<file path="src/rtl/ptr_delay_pkg.sv">
package ptr_delay_pkg;

    typedef enum logic [0:0] {
        PHASE_PRIME  = 1'b0,
        PHASE_STEADY = 1'b1
    } phase_t;

endpackage

</file>
<file path="src/rtl/pdl_addr_ctr.sv">
module pdl_addr_ctr #(
    parameter int              ADDR_W = 4,
    parameter logic [ADDR_W-1:0] START  = '0
) (
    input  logic              clk,
    input  logic              rst,
    output logic [ADDR_W-1:0] ptr
);

    // Free-running modulo-2^ADDR_W counter; natural overflow gives the wrap.
    always_ff @(posedge clk) begin
        if (rst) begin
            ptr <= START;
        end else begin
            ptr <= ptr + 1'b1;
        end
    end

endmodule

</file>
<file path="src/rtl/pdl_ram_2p.sv">
module pdl_ram_2p #(
    parameter int DATA_W = 8,
    parameter int ADDR_W = 6,
    localparam int DEPTH = 1 << ADDR_W
) (
    input  logic              clk,
    input  logic [ADDR_W-1:0] wr_addr,
    input  logic [DATA_W-1:0] wr_data,
    input  logic [ADDR_W-1:0] rd_addr,
    output logic [DATA_W-1:0] rd_data
);

    logic [DATA_W-1:0] store [DEPTH];

    // Write port: one sample per edge, unconditionally.
    always_ff @(posedge clk) begin
        store[wr_addr] <= wr_data;
    end

    // Read port: registered. The addresses never collide because the write
    // address trails the read address by one.
    always_ff @(posedge clk) begin
        rd_data <= store[rd_addr];
    end

endmodule

</file>
<file path="src/rtl/pdl_phase_ctl.sv">
module pdl_phase_ctl
    import ptr_delay_pkg::*;
#(
    parameter int ADDR_W = 6
) (
    input  logic              clk,
    input  logic              rst,
    input  logic [ADDR_W-1:0] rd_ptr,
    output logic              steady
);

    localparam logic [ADDR_W-1:0] LAST_SLOT = '1;

    phase_t cur_phase;
    phase_t nxt_phase;

    // State register.
    always_ff @(posedge clk) begin
        if (rst) begin
            cur_phase <= PHASE_PRIME;
        end else begin
            cur_phase <= nxt_phase;
        end
    end

    // Next-state logic: leave priming once the last slot is being read, since
    // every slot read from then on was written after reset.
    always_comb begin
        nxt_phase = cur_phase;
        unique case (cur_phase)
            PHASE_PRIME:  if (rd_ptr == LAST_SLOT) nxt_phase = PHASE_STEADY;
            PHASE_STEADY: nxt_phase = PHASE_STEADY;
            default:      nxt_phase = PHASE_PRIME;
        endcase
    end

    // Outputs.
    always_comb begin
        steady = (cur_phase == PHASE_STEADY);
    end

endmodule

</file>
<file path="src/rtl/ptr_delay_line.sv">
module ptr_delay_line #(
    parameter int DATA_W = 8,
    parameter int DEPTH  = 64
) (
    input  logic              clk,
    input  logic              rst,
    input  logic [DATA_W-1:0] din,
    output logic [DATA_W-1:0] dout
);

    localparam int ADDR_W = (DEPTH > 1) ? $clog2(DEPTH) : 1;
    localparam logic [ADDR_W-1:0] RD_START = '0;
    localparam logic [ADDR_W-1:0] WR_START = '1;

    if ((DEPTH < 2) || ((DEPTH & (DEPTH - 1)) != 0)) begin : g_bad_depth
        $error("ptr_delay_line: DEPTH must be a power of two, at least 2");
    end

    logic [ADDR_W-1:0] rd_ptr;
    logic [ADDR_W-1:0] wr_ptr;
    logic [DATA_W-1:0] ram_q;
    logic              steady;

    pdl_addr_ctr #(.ADDR_W(ADDR_W), .START(RD_START)) u_rd_ctr (
        .clk (clk),
        .rst (rst),
        .ptr (rd_ptr)
    );

    pdl_addr_ctr #(.ADDR_W(ADDR_W), .START(WR_START)) u_wr_ctr (
        .clk (clk),
        .rst (rst),
        .ptr (wr_ptr)
    );

    pdl_ram_2p #(.DATA_W(DATA_W), .ADDR_W(ADDR_W)) u_ram (
        .clk     (clk),
        .wr_addr (wr_ptr),
        .wr_data (din),
        .rd_addr (rd_ptr),
        .rd_data (ram_q)
    );

    pdl_phase_ctl #(.ADDR_W(ADDR_W)) u_phase (
        .clk    (clk),
        .rst    (rst),
        .rd_ptr (rd_ptr),
        .steady (steady)
    );

    // Hide stale memory contents until the first full lap is complete.
    always_comb begin
        dout = steady ? ram_q : '0;
    end

endmodule

</file>
<file path="config.mk">
export PLATFORM = sky130hd
export DESIGN_NAME = ptr_delay_line
export DESIGN_NICKNAME = d
export VERILOG_FILES = /design/src/rtl/ptr_delay_pkg.sv /design/src/rtl/pdl_addr_ctr.sv /design/src/rtl/pdl_ram_2p.sv /design/src/rtl/pdl_phase_ctl.sv /design/src/rtl/ptr_delay_line.sv
export SDC_FILE = /design/constraint.sdc
export NUM_CORES = 1
export LEC_CHECK = 0
export BUFFER_PORTS_ARGS = -buffer_cell sky130_fd_sc_hd__buf_2
export CAP_MARGIN = 20
export CORE_MARGIN = 3
export CORE_UTILIZATION = 60
export CTS_CLUSTER_SIZE = 28
export DETAILED_ROUTE_END_ITERATION = 6
export PLACE_DENSITY = 0.79
export REMOVE_ABC_BUFFERS = 1
export SLEW_MARGIN = 20
export SYNTH_ARGS = -nofsm -noshare
export SYNTH_HDL_FRONTEND = slang
export SYNTH_SLANG_ARGS = --single-unit
</file>
<file path="constraint.sdc">
create_clock -name clk -period 2.9 [get_ports clk]
set_input_delay 0.58 -clock clk [delete_from_list [all_inputs] [get_ports clk]]
set_output_delay 0.58 -clock clk [all_outputs]
set_load 0.01 [all_outputs]
</file>
==> results by group, run 1 <==
Run status
  – Outcome: completed

Layout
  – Nets: 1,109
  – N_diodes: 0
  – Area of all sequential standard cells: around 16,000 um^2
  – P&R area growth vs syn: 11.8%
  – Highest-count cells in the layout ignoring fill and taps: sky130_fd_sc_hd__edfxtp_1 (512), sky130_fd_sc_hd__mux4_2 (115), sky130_fd_sc_hd__nor2_1 (82), sky130_fd_sc_hd__buf_4 (64), sky130_fd_sc_hd__clkbuf_16 (51)
  – Post-layout util: 68.4%
  – Post-route standard cell area excluding fillers: roughly 23,000 um^2
  – Fill cell total of the finished layout: 2,063
  – Share of final-layout standard cells stronger than drive strength 1: a little over a quarter
  – Multi-input gate area: around 4500 um^2
  – Leading cell type in the layout, fill and taps excluded: sky130_fd_sc_hd__edfxtp_1

Timing
  – Worst hold slack: between 300 and 400 ps
  – Setup repair after global routing missed its margin: false
  – Final hold vios: 0
  – Actual slew at the worst max-slew pin: 1040 ps
  – Fmax: 407 MHz
  – Final Skew: 18.9 ps
  – Crit share post-route: 84.6%
  – Number of setup violations in the final report: 0
  – PnR worst setup slack: between 400 and 500 ps
  – Min Tclk post-route: 2450 ps
  – Tightest slew margin relative to the limit: just over 30%
  – Final slew viol count: 0

Synthesis
  – Synth Flop Type: sky130_fd_sc_hd__edfxtp_1
  – Netlist area before placement: 20,600 um^2
  – Fraction of the yosys area taken by sequential cells: 76.6%
  – Ys async rst share: 0%
  – Mean Syn Cell Area: 20.3 um^2
  – Count of cell types in the netlist: 37
  – Number of enable-type register cells in the synthesized netlist: ~510
  – Synth warn: 0
  – Flop and latch count out of synthesis: 533
  – Number of cells produced by synthesis: 1,017

Routing
  – DR vias: 10.3k
  – DRT antenna net count: 0
  – Final Routed Wirelength: 43,400 um
  – Routed vias/inst: ~6.5
  – Avg WL per Cell: 27.4 um
  – Starting DRT DRC Count: ~1.4k
  – Pre-antenna DRT Iters: 5
  – Number of DRC violations after detailed routing: 0

GRT
  – Largest net degree at the start of global routing: 65
  – Number of antenna violations at the first check in global routing: 2
  – Overall overflow remaining after global route: 0
  – Overall routing resource usage: 24.6%
  – Via count of the first global-routing pass: 10.4k
  – First-pass GRT wire length: 66,500 um

Placed design
  – Count of buffers inserted at the top-level ports: 17
  – Worst setup slack before clock tree synthesis: 473 ps
  – Routability congestion estimate from global placement: slightly above 0.8
  – Placed Area: 21,600 um^2
  – DPL Wire Length: 26,600 um

Power and ir drop
  – Ratio of total power to cell area: 684 nW/um^2
  – Post-layout power: 0.0158 W
  – Clock network fraction of design power: 37.6%
  – Switching Share: about 21%
  – VDD IR max: 0.000461 V
  – Leakage power total: 7.26 nW
  – Design internal power: 0.0124 W
  – Share of power burned in registers: between 50% and 60%
  – Relative contribution of combinational cells to total power: 6.7%
  – Reported net switching power: around 0.0034 W

Clocking
  – Clock net sink count: 533
  – Clock transition at the registers of the reported paths: 60 ps
  – Clock buffers created by TritonCTS: 51
  – Root buffer selected by CTS: sky130_fd_sc_hd__clkbuf_16
  – Number of resized instances in the post-cts repair step: 0
  – CTS H-Tree Depth: 2
  – Post-CTS Repair Setup Buffers: 0
  – Clock insertion delay at the later pin of the skew report: 560 ps
  – Hold-fix buffer count after cts: 0
  – Maximum number of buffers from clock root to sink: 3
  – CTS tree: yes

Die
  – Starting density of the core: approximately three fifths
  – Total core area: roughly 34,000 um^2
  – Site Rows: 67
  – Vert. Die Dim: between 150 and 200 um
  – Horiz. Die Dim: 191 um
  – Area of the die: 36,600 um^2
  – I/O pin total: 18

Worst setup path
  – Data arrival time of the critical path: 2890 ps
  – Worst Path Required: 3330 ps
  – Category of the worst setup path launch point: flip-flop
  – Maximum fanout along the worst path: 32
  – Start-to-end type of the worst setup path: flip-flop to flip-flop
  – Endpoint type of the worst setup path: flip-flop

Hold path
  – Worst hold path class: primary input to flip-flop

Flow run
  – Number of violations of the max-capacitance limit: 0
[power groups by stage]
| stage | registers [W] | logic (W) | clock network (W) |
|---|---|---|---|
| floorplan | 0.00896 | 0.000600 | 0 |
| global placement | 0.00892 | 0.00102 | 0 |
| detailed placement | 0.00893 | 0.00105 | 0 |
| CTS | 0.00877 | 0.00106 | 0.00599 |
| global route | 0.00879 | 0.00113 | 0.00629 |
| finish | 0.00877 | 0.00106 | 0.00593 |
[cells by family after synthesis]
group,count (synthesis),share of synthesized area (%)
buffers and inverters,61,1.51
adder cells (fa/ha/maj),2,0.121
XOR/XNOR,7,0.297
flip-flops,533,76.6
AND/OR/NAND/NOR,191,4.28
AO/OA/AOI/OAI,65,2.29
multiplexers,158,14.9
[area by class of cell]
| type | count | area share (%) |
|---|---|---|
| Sequential cell | 533 | 68.6 |
| Multi-Input combinational cell | 423 | 19.5 |
| Clock buffer | 65 | 5.76 |
| Timing Repair Buffer | 88 | 3.06 |
| Tap cell | 448 | 2.43 |
| Clock inverter | 26 | 0.630 |
[metal layers]
layer / global-route usage [%] / share of wire (%) / wire, um
met5: 0 / 0.046 / 20
met4: 6.52 / 2.7 / 1160
met3: 4.02 / 9.3 / 4030
met2: 38.7 / 49 / 21100
met1: 36.7 / 39 / 17000
[synth_stat cells, types with 2 or more instances]
master / number / area, um^2
sky130_fd_sc_hd__nor2_1: 82 / 308
sky130_fd_sc_hd__nand3_1: 15 / 75.1
sky130_fd_sc_hd__xnor2_1: 2 / 17.5
sky130_fd_sc_hd__o32ai_1: 7 / 61.3
sky130_fd_sc_hd__or3b_2: 4 / 35.0
sky130_fd_sc_hd__buf_4: 4 / 30.0
sky130_fd_sc_hd__a211oi_1: 7 / 52.6
sky130_fd_sc_hd__nand2b_1: 10 / 62.6
sky130_fd_sc_hd__or2_2: 2 / 12.5
sky130_fd_sc_hd__dfxtp_1: 21 / 420
sky130_fd_sc_hd__buf_2: 22 / 110
sky130_fd_sc_hd__or3_1: 2 / 12.5
sky130_fd_sc_hd__buf_1: 6 / 22.5
sky130_fd_sc_hd__mux2_2: 35 / 394
sky130_fd_sc_hd__nand3b_1: 6 / 45.0
sky130_fd_sc_hd__and2_1: 11 / 68.8
sky130_fd_sc_hd__nand2_1: 44 / 165
sky130_fd_sc_hd__clkbuf_1: 25 / 93.8
sky130_fd_sc_hd__xor2_1: 5 / 43.8
sky130_fd_sc_hd__nor2b_1: 6 / 37.5
sky130_fd_sc_hd__buf_6: 3 / 33.8
sky130_fd_sc_hd__mux4_2: 115 / 2590
sky130_fd_sc_hd__mux2i_1: 8 / 80.1
sky130_fd_sc_hd__o21ai_0: 9 / 45.0
sky130_fd_sc_hd__o22ai_1: 6 / 37.5
sky130_fd_sc_hd__a21oi_1: 2 / 10.0
sky130_fd_sc_hd__a221oi_1: 7 / 61.3
sky130_fd_sc_hd__ha_1: 2 / 25.0
sky130_fd_sc_hd__edfxtp_1: 512 / 15400
sky130_fd_sc_hd__a22oi_1: 24 / 180
sky130_fd_sc_hd__nand4_1: 7 / 43.8
[per-stage QoR]
stage	cells	setup TNS (ps)
2_1_floorplan	956	-49410
3_3_place_gp	1492	0
3_5_place_dp	1492	0
4_1_cts	1583	0
5_1_grt	1583	0
6_report	1583	0
[registers in the layout (all words and copies together), names as in the netlist]
signal / cells
u_rd_ctr.ptr: 6
u_ram.store: 512
u_phase.steady: 1
u_ram.rd_data: 8
u_wr_ctr.ptr: 6
[worst paths after layout]
path / start / slack (ps) / cells after the start / end
max reg2reg: u_rd_ctr.ptr[1] / 450 / 5 / u_ram.rd_data[4]
max: u_rd_ctr.ptr[1] / 450 / 5 / u_ram.rd_data[4]
min: rst / 360 / 2 / u_rd_ctr.ptr[0]
min reg2reg: u_wr_ctr.ptr[0] / 520 / 1 / u_wr_ctr.ptr[0]
[critical path, cell delays in order (launching register included)]
cell                      delay (ps)
sky130_fd_sc_hd__dfxtp_4         740
sky130_fd_sc_hd__buf_4           270
sky130_fd_sc_hd__mux4_2          510
sky130_fd_sc_hd__mux2i_1         420
sky130_fd_sc_hd__o21ai_0         150
sky130_fd_sc_hd__a22o_1          250
No activity file was read; power rests on OpenSTA's default activity.
==> run 2, diff against run 1 <==
- clock period: 2.9 -> 2.4 ns (I/O delays scaled with it)
==> results by group, run 2 (synthesized netlist as in run 1, its figures left out) <==
Clocking
  – Clock transition at the registers of the reported paths: 60 ps (about the same)
  – Post-CTS Repair Setup Buffers: 0 (unchanged)
  – Clock net sink count: 533 (unchanged)
  – Root buffer selected by CTS: sky130_fd_sc_hd__clkbuf_16 (unchanged)
  – Clock insertion delay at the later pin of the skew report: 570 ps (was 560 ps)
  – Number of resized instances in the post-cts repair step: 0 (unchanged)
  – Maximum number of buffers from clock root to sink: 3 (unchanged)
  – CTS tree: yes (unchanged)
  – Hold-fix buffer count after cts: 0 (unchanged)
  – CTS H-Tree Depth: 2 (unchanged)
  – Clock buffers created by TritonCTS: 50 (was 51)

Routing
  – Pre-antenna DRT Iters: 5 (unchanged)
  – Number of DRC violations after detailed routing: 0 (unchanged)
  – Starting DRT DRC Count: 1,259 (was 1,393)
  – Routed vias/inst: 6.44 (was 6.49)
  – DR vias: 10.5k (was 10.3k)
  – Final Routed Wirelength: 43,800 um (was 43,400 um)
  – Avg WL per Cell: 26.9 um (was 27.4 um)
  – DRT antenna net count: 0 (unchanged)

Hold path
  – End point of the worst hold path: u_rd_ctr.ptr[0] (unchanged)
  – Hold_sp: rst (unchanged)
  – Cells on Worst Hold Path: 2 (unchanged)
  – Worst hold path class: primary input to flip-flop (unchanged)

Layout
  – Share of final-layout standard cells stronger than drive strength 1: 30.4% (was 27.1%)
  – Post-route standard cell area excluding fillers: 23,600 um^2 (was 23,100 um^2)
  – N_diodes: 0 (unchanged)
  – Highest-count cells in the layout ignoring fill and taps: sky130_fd_sc_hd__edfxtp_1 (512), sky130_fd_sc_hd__mux4_2 (115), sky130_fd_sc_hd__buf_4 (97), sky130_fd_sc_hd__nor2_1 (82), sky130_fd_sc_hd__clkbuf_16 (53) (was sky130_fd_sc_hd__edfxtp_1 (512), sky130_fd_sc_hd__mux4_2 (115), sky130_fd_sc_hd__nor2_1 (82), sky130_fd_sc_hd__buf_4 (64), sky130_fd_sc_hd__clkbuf_16 (51))
  – Post-layout util: 70.1% (was 68.4%)
  – Most flop-heavy register: u_ram.store (unchanged)
  – Number of flip-flops in the largest register: 512 (unchanged)
  – P&R area growth vs syn: 14.6% (was 11.8%)
  – Leading cell type in the layout, fill and taps excluded: sky130_fd_sc_hd__edfxtp_1 (unchanged)
  – Nets: 1,148 (was 1,109)
  – Largest registers: u_ram.store (512), u_ram.rd_data (8) (unchanged)
  – Fill cell total of the finished layout: 2,013 (was 2,063)

GRT
  – First-pass GRT wire length: 66,700 um (was 66,500 um)
  – Largest net degree at the start of global routing: 50 (was 65)
  – Number of antenna violations at the first check in global routing: 1 (was 2)
  – Overall routing resource usage: 24.9% (was 24.6%)
  – Overall overflow remaining after global route: 0 (unchanged)
  – Via count of the first global-routing pass: 10.7k (was 10.4k)

Worst setup path
  – Critical path origin: u_rd_ctr.ptr[1] (unchanged)
  – Worst stage delay on the critical path: 520 ps (was 740 ps)
  – Number of cells on the worst reg-to-reg path: 6 (was 5)
  – Register-to-Register Setup Slack: 90 ps (was 450 ps)
  – Gate family responsible for the most delay along the worst path: multiplexers (unchanged)
  – Category of the worst setup path launch point: flip-flop (unchanged)
  – Data arrival time of the critical path: 2710 ps (was 2890 ps)
  – Max stage delay cell, worst path: sky130_fd_sc_hd__dfxtp_4 (unchanged)
  – Launching point of the worst reg2reg path: u_rd_ctr.ptr[1] (unchanged)
  – Worst Path Required: 2800 ps (was 3330 ps)
  – Maximum fanout along the worst path: 14 (was 32)
  – Endpoint type of the worst setup path: flip-flop (unchanged)
  – Critical R2R Capture: u_ram.rd_data[6] (was u_ram.rd_data[4])
  – Critical path buffer and inverter count: 1 (unchanged)
  – Start-to-end type of the worst setup path: flip-flop to flip-flop (unchanged)
  – Cell Chain, Critical Path: buf_4, mux4_2, mux2i_1, nor2_1, a211oi_1, o32ai_1 (was buf_4, mux4_2, mux2i_1, o21ai_0, a22o_1)

Timing
  – Min Tclk post-route: 2310 ps (was 2450 ps)
  – Final Skew: 21.9 ps (was 18.9 ps)
  – Final slew viol count: 0 (unchanged)
  – Actual slew at the worst max-slew pin: 983 ps (was 1040 ps)
  – Setup repair after global routing missed its margin: false (unchanged)
  – Fmax: 434 MHz (was 407 MHz)
  – Crit share post-route: 96.1% (was 84.6%)
  – Number of setup violations in the final report: 0 (unchanged)
  – Final hold vios: 0 (unchanged)
  – Tightest slew margin relative to the limit: 34.4% (was 30.8%)

Die
  – Horiz. Die Dim: 191 um (unchanged)
  – I/O pin total: 18 (unchanged)
  – Site Rows: 67 (unchanged)
  – Vert. Die Dim: 191 um (unchanged)
  – Starting density of the core: 61.2% (unchanged)
  – Total core area: 33,700 um^2 (unchanged)
  – Area of the die: 36,600 um^2 (unchanged)

Power and ir drop
  – Ratio of total power to cell area: 836 nW/um^2 (was 684 nW/um^2)
  – VDD IR max: 0.000638 V (was 0.000461 V)
  – Leakage power total: 7.58 nW (was 7.26 nW)

Flow run
  – Number of violations of the max-capacitance limit: 0 (unchanged)

Run status
  – Outcome: completed (unchanged)

Placed design
  – Placed Area: 22,000 um^2 (was 21,600 um^2)
  – Routability congestion estimate from global placement: 0.825 (was 0.818)
  – Count of buffers inserted at the top-level ports: 17 (unchanged)
  – DPL Wire Length: 27,800 um (was 26,600 um)
## run 2: cell types whose count changed in the layout (fill, tap and decap cells not counted)
cell	change
sky130_fd_sc_hd__clkbuf_1	-3
sky130_fd_sc_hd__clkinv_1	-4
sky130_fd_sc_hd__inv_6	-1
sky130_fd_sc_hd__buf_12	+7
sky130_fd_sc_hd__mux2i_2	+2
sky130_fd_sc_hd__bufinv_16	+4
sky130_fd_sc_hd__mux2i_1	-2
sky130_fd_sc_hd__buf_4	+33
sky130_fd_sc_hd__clkbuf_16	+2
sky130_fd_sc_hd__clkinv_2	+2
sky130_fd_sc_hd__clkinv_4	-1
sky130_fd_sc_hd__clkbuf_8	+2
## run 2: metal layers
metal | up-vias | routed length [um] | GRT usage, %
li1 | 4391 | - | -
met1 | 5459 | 17300 | 35.0
met2 | 508 | 21800 | 40.6
met4 | 2 | 1250 | 8.10
met5 | - | 13 | 0
met3 | 94 | 3380 | 4.42
## run 2: layout make-up
class	instances	area (um^2)	share of cell area (%)
tap	448	561	2.37
clock inverter	26	243	1.03
clock buffer	66	1400	5.91
multi-input combinational	423	4510	19.1
timing repair buffer	128	1090	4.63
sequential	533	15800	66.9
## run 2: through the flow
stage / hold slack (ps) / TNS [ps] / cells / total power [W] / worst slack [ps]
floorplan: 457 / -56910 / 956 / 0.0116 / -4440
global placement: 479 / 0 / 1532 / 0.0121 / 177
detailed placement: 519 / 0 / 1532 / 0.0121 / 136
CTS: 198 / 0 / 1624 / 0.0198 / 58.3
global route: 236 / 0 / 1624 / 0.0203 / 17.9
finish: 236 / 0 / 1624 / 0.0197 / 93.6
## run 2: power breakdown
group | internal (W) | total (W) | switching (W) | leakage, nW
sequential | 0.0105 | 0.0106 | 0.000127 | 4.79
clock | 0.00461 | 0.00781 | 0.00320 | 0.801
combinational | 0.000562 | 0.00136 | 0.000798 | 1.99
total | 0.0156 | 0.0197 | 0.00413 | 7.58
## run 2: worst max-delay path by stage
stage / slack, ps / depth (start not counted) / to
after floorplan: -4440 / 5 / u_ram.rd_data[2]
after CTS: 60 / 6 / u_ram.rd_data[5]
after global placement: 180 / 6 / u_ram.rd_data[4]
after global routing: 20 / 6 / u_ram.rd_data[5]
after detailed placement: 140 / 6 / u_ram.rd_data[5]
final: 90 / 6 / u_ram.rd_data[6]
## run 2: worst register-to-register path: stages (launching register included)
cell                       delay [ps]
sky130_fd_sc_hd__dfxtp_4          520
sky130_fd_sc_hd__buf_4            240
sky130_fd_sc_hd__mux4_2           510
sky130_fd_sc_hd__mux2i_1          360
sky130_fd_sc_hd__nor2_1            90
sky130_fd_sc_hd__a211oi_1         290
sky130_fd_sc_hd__o32ai_1          130
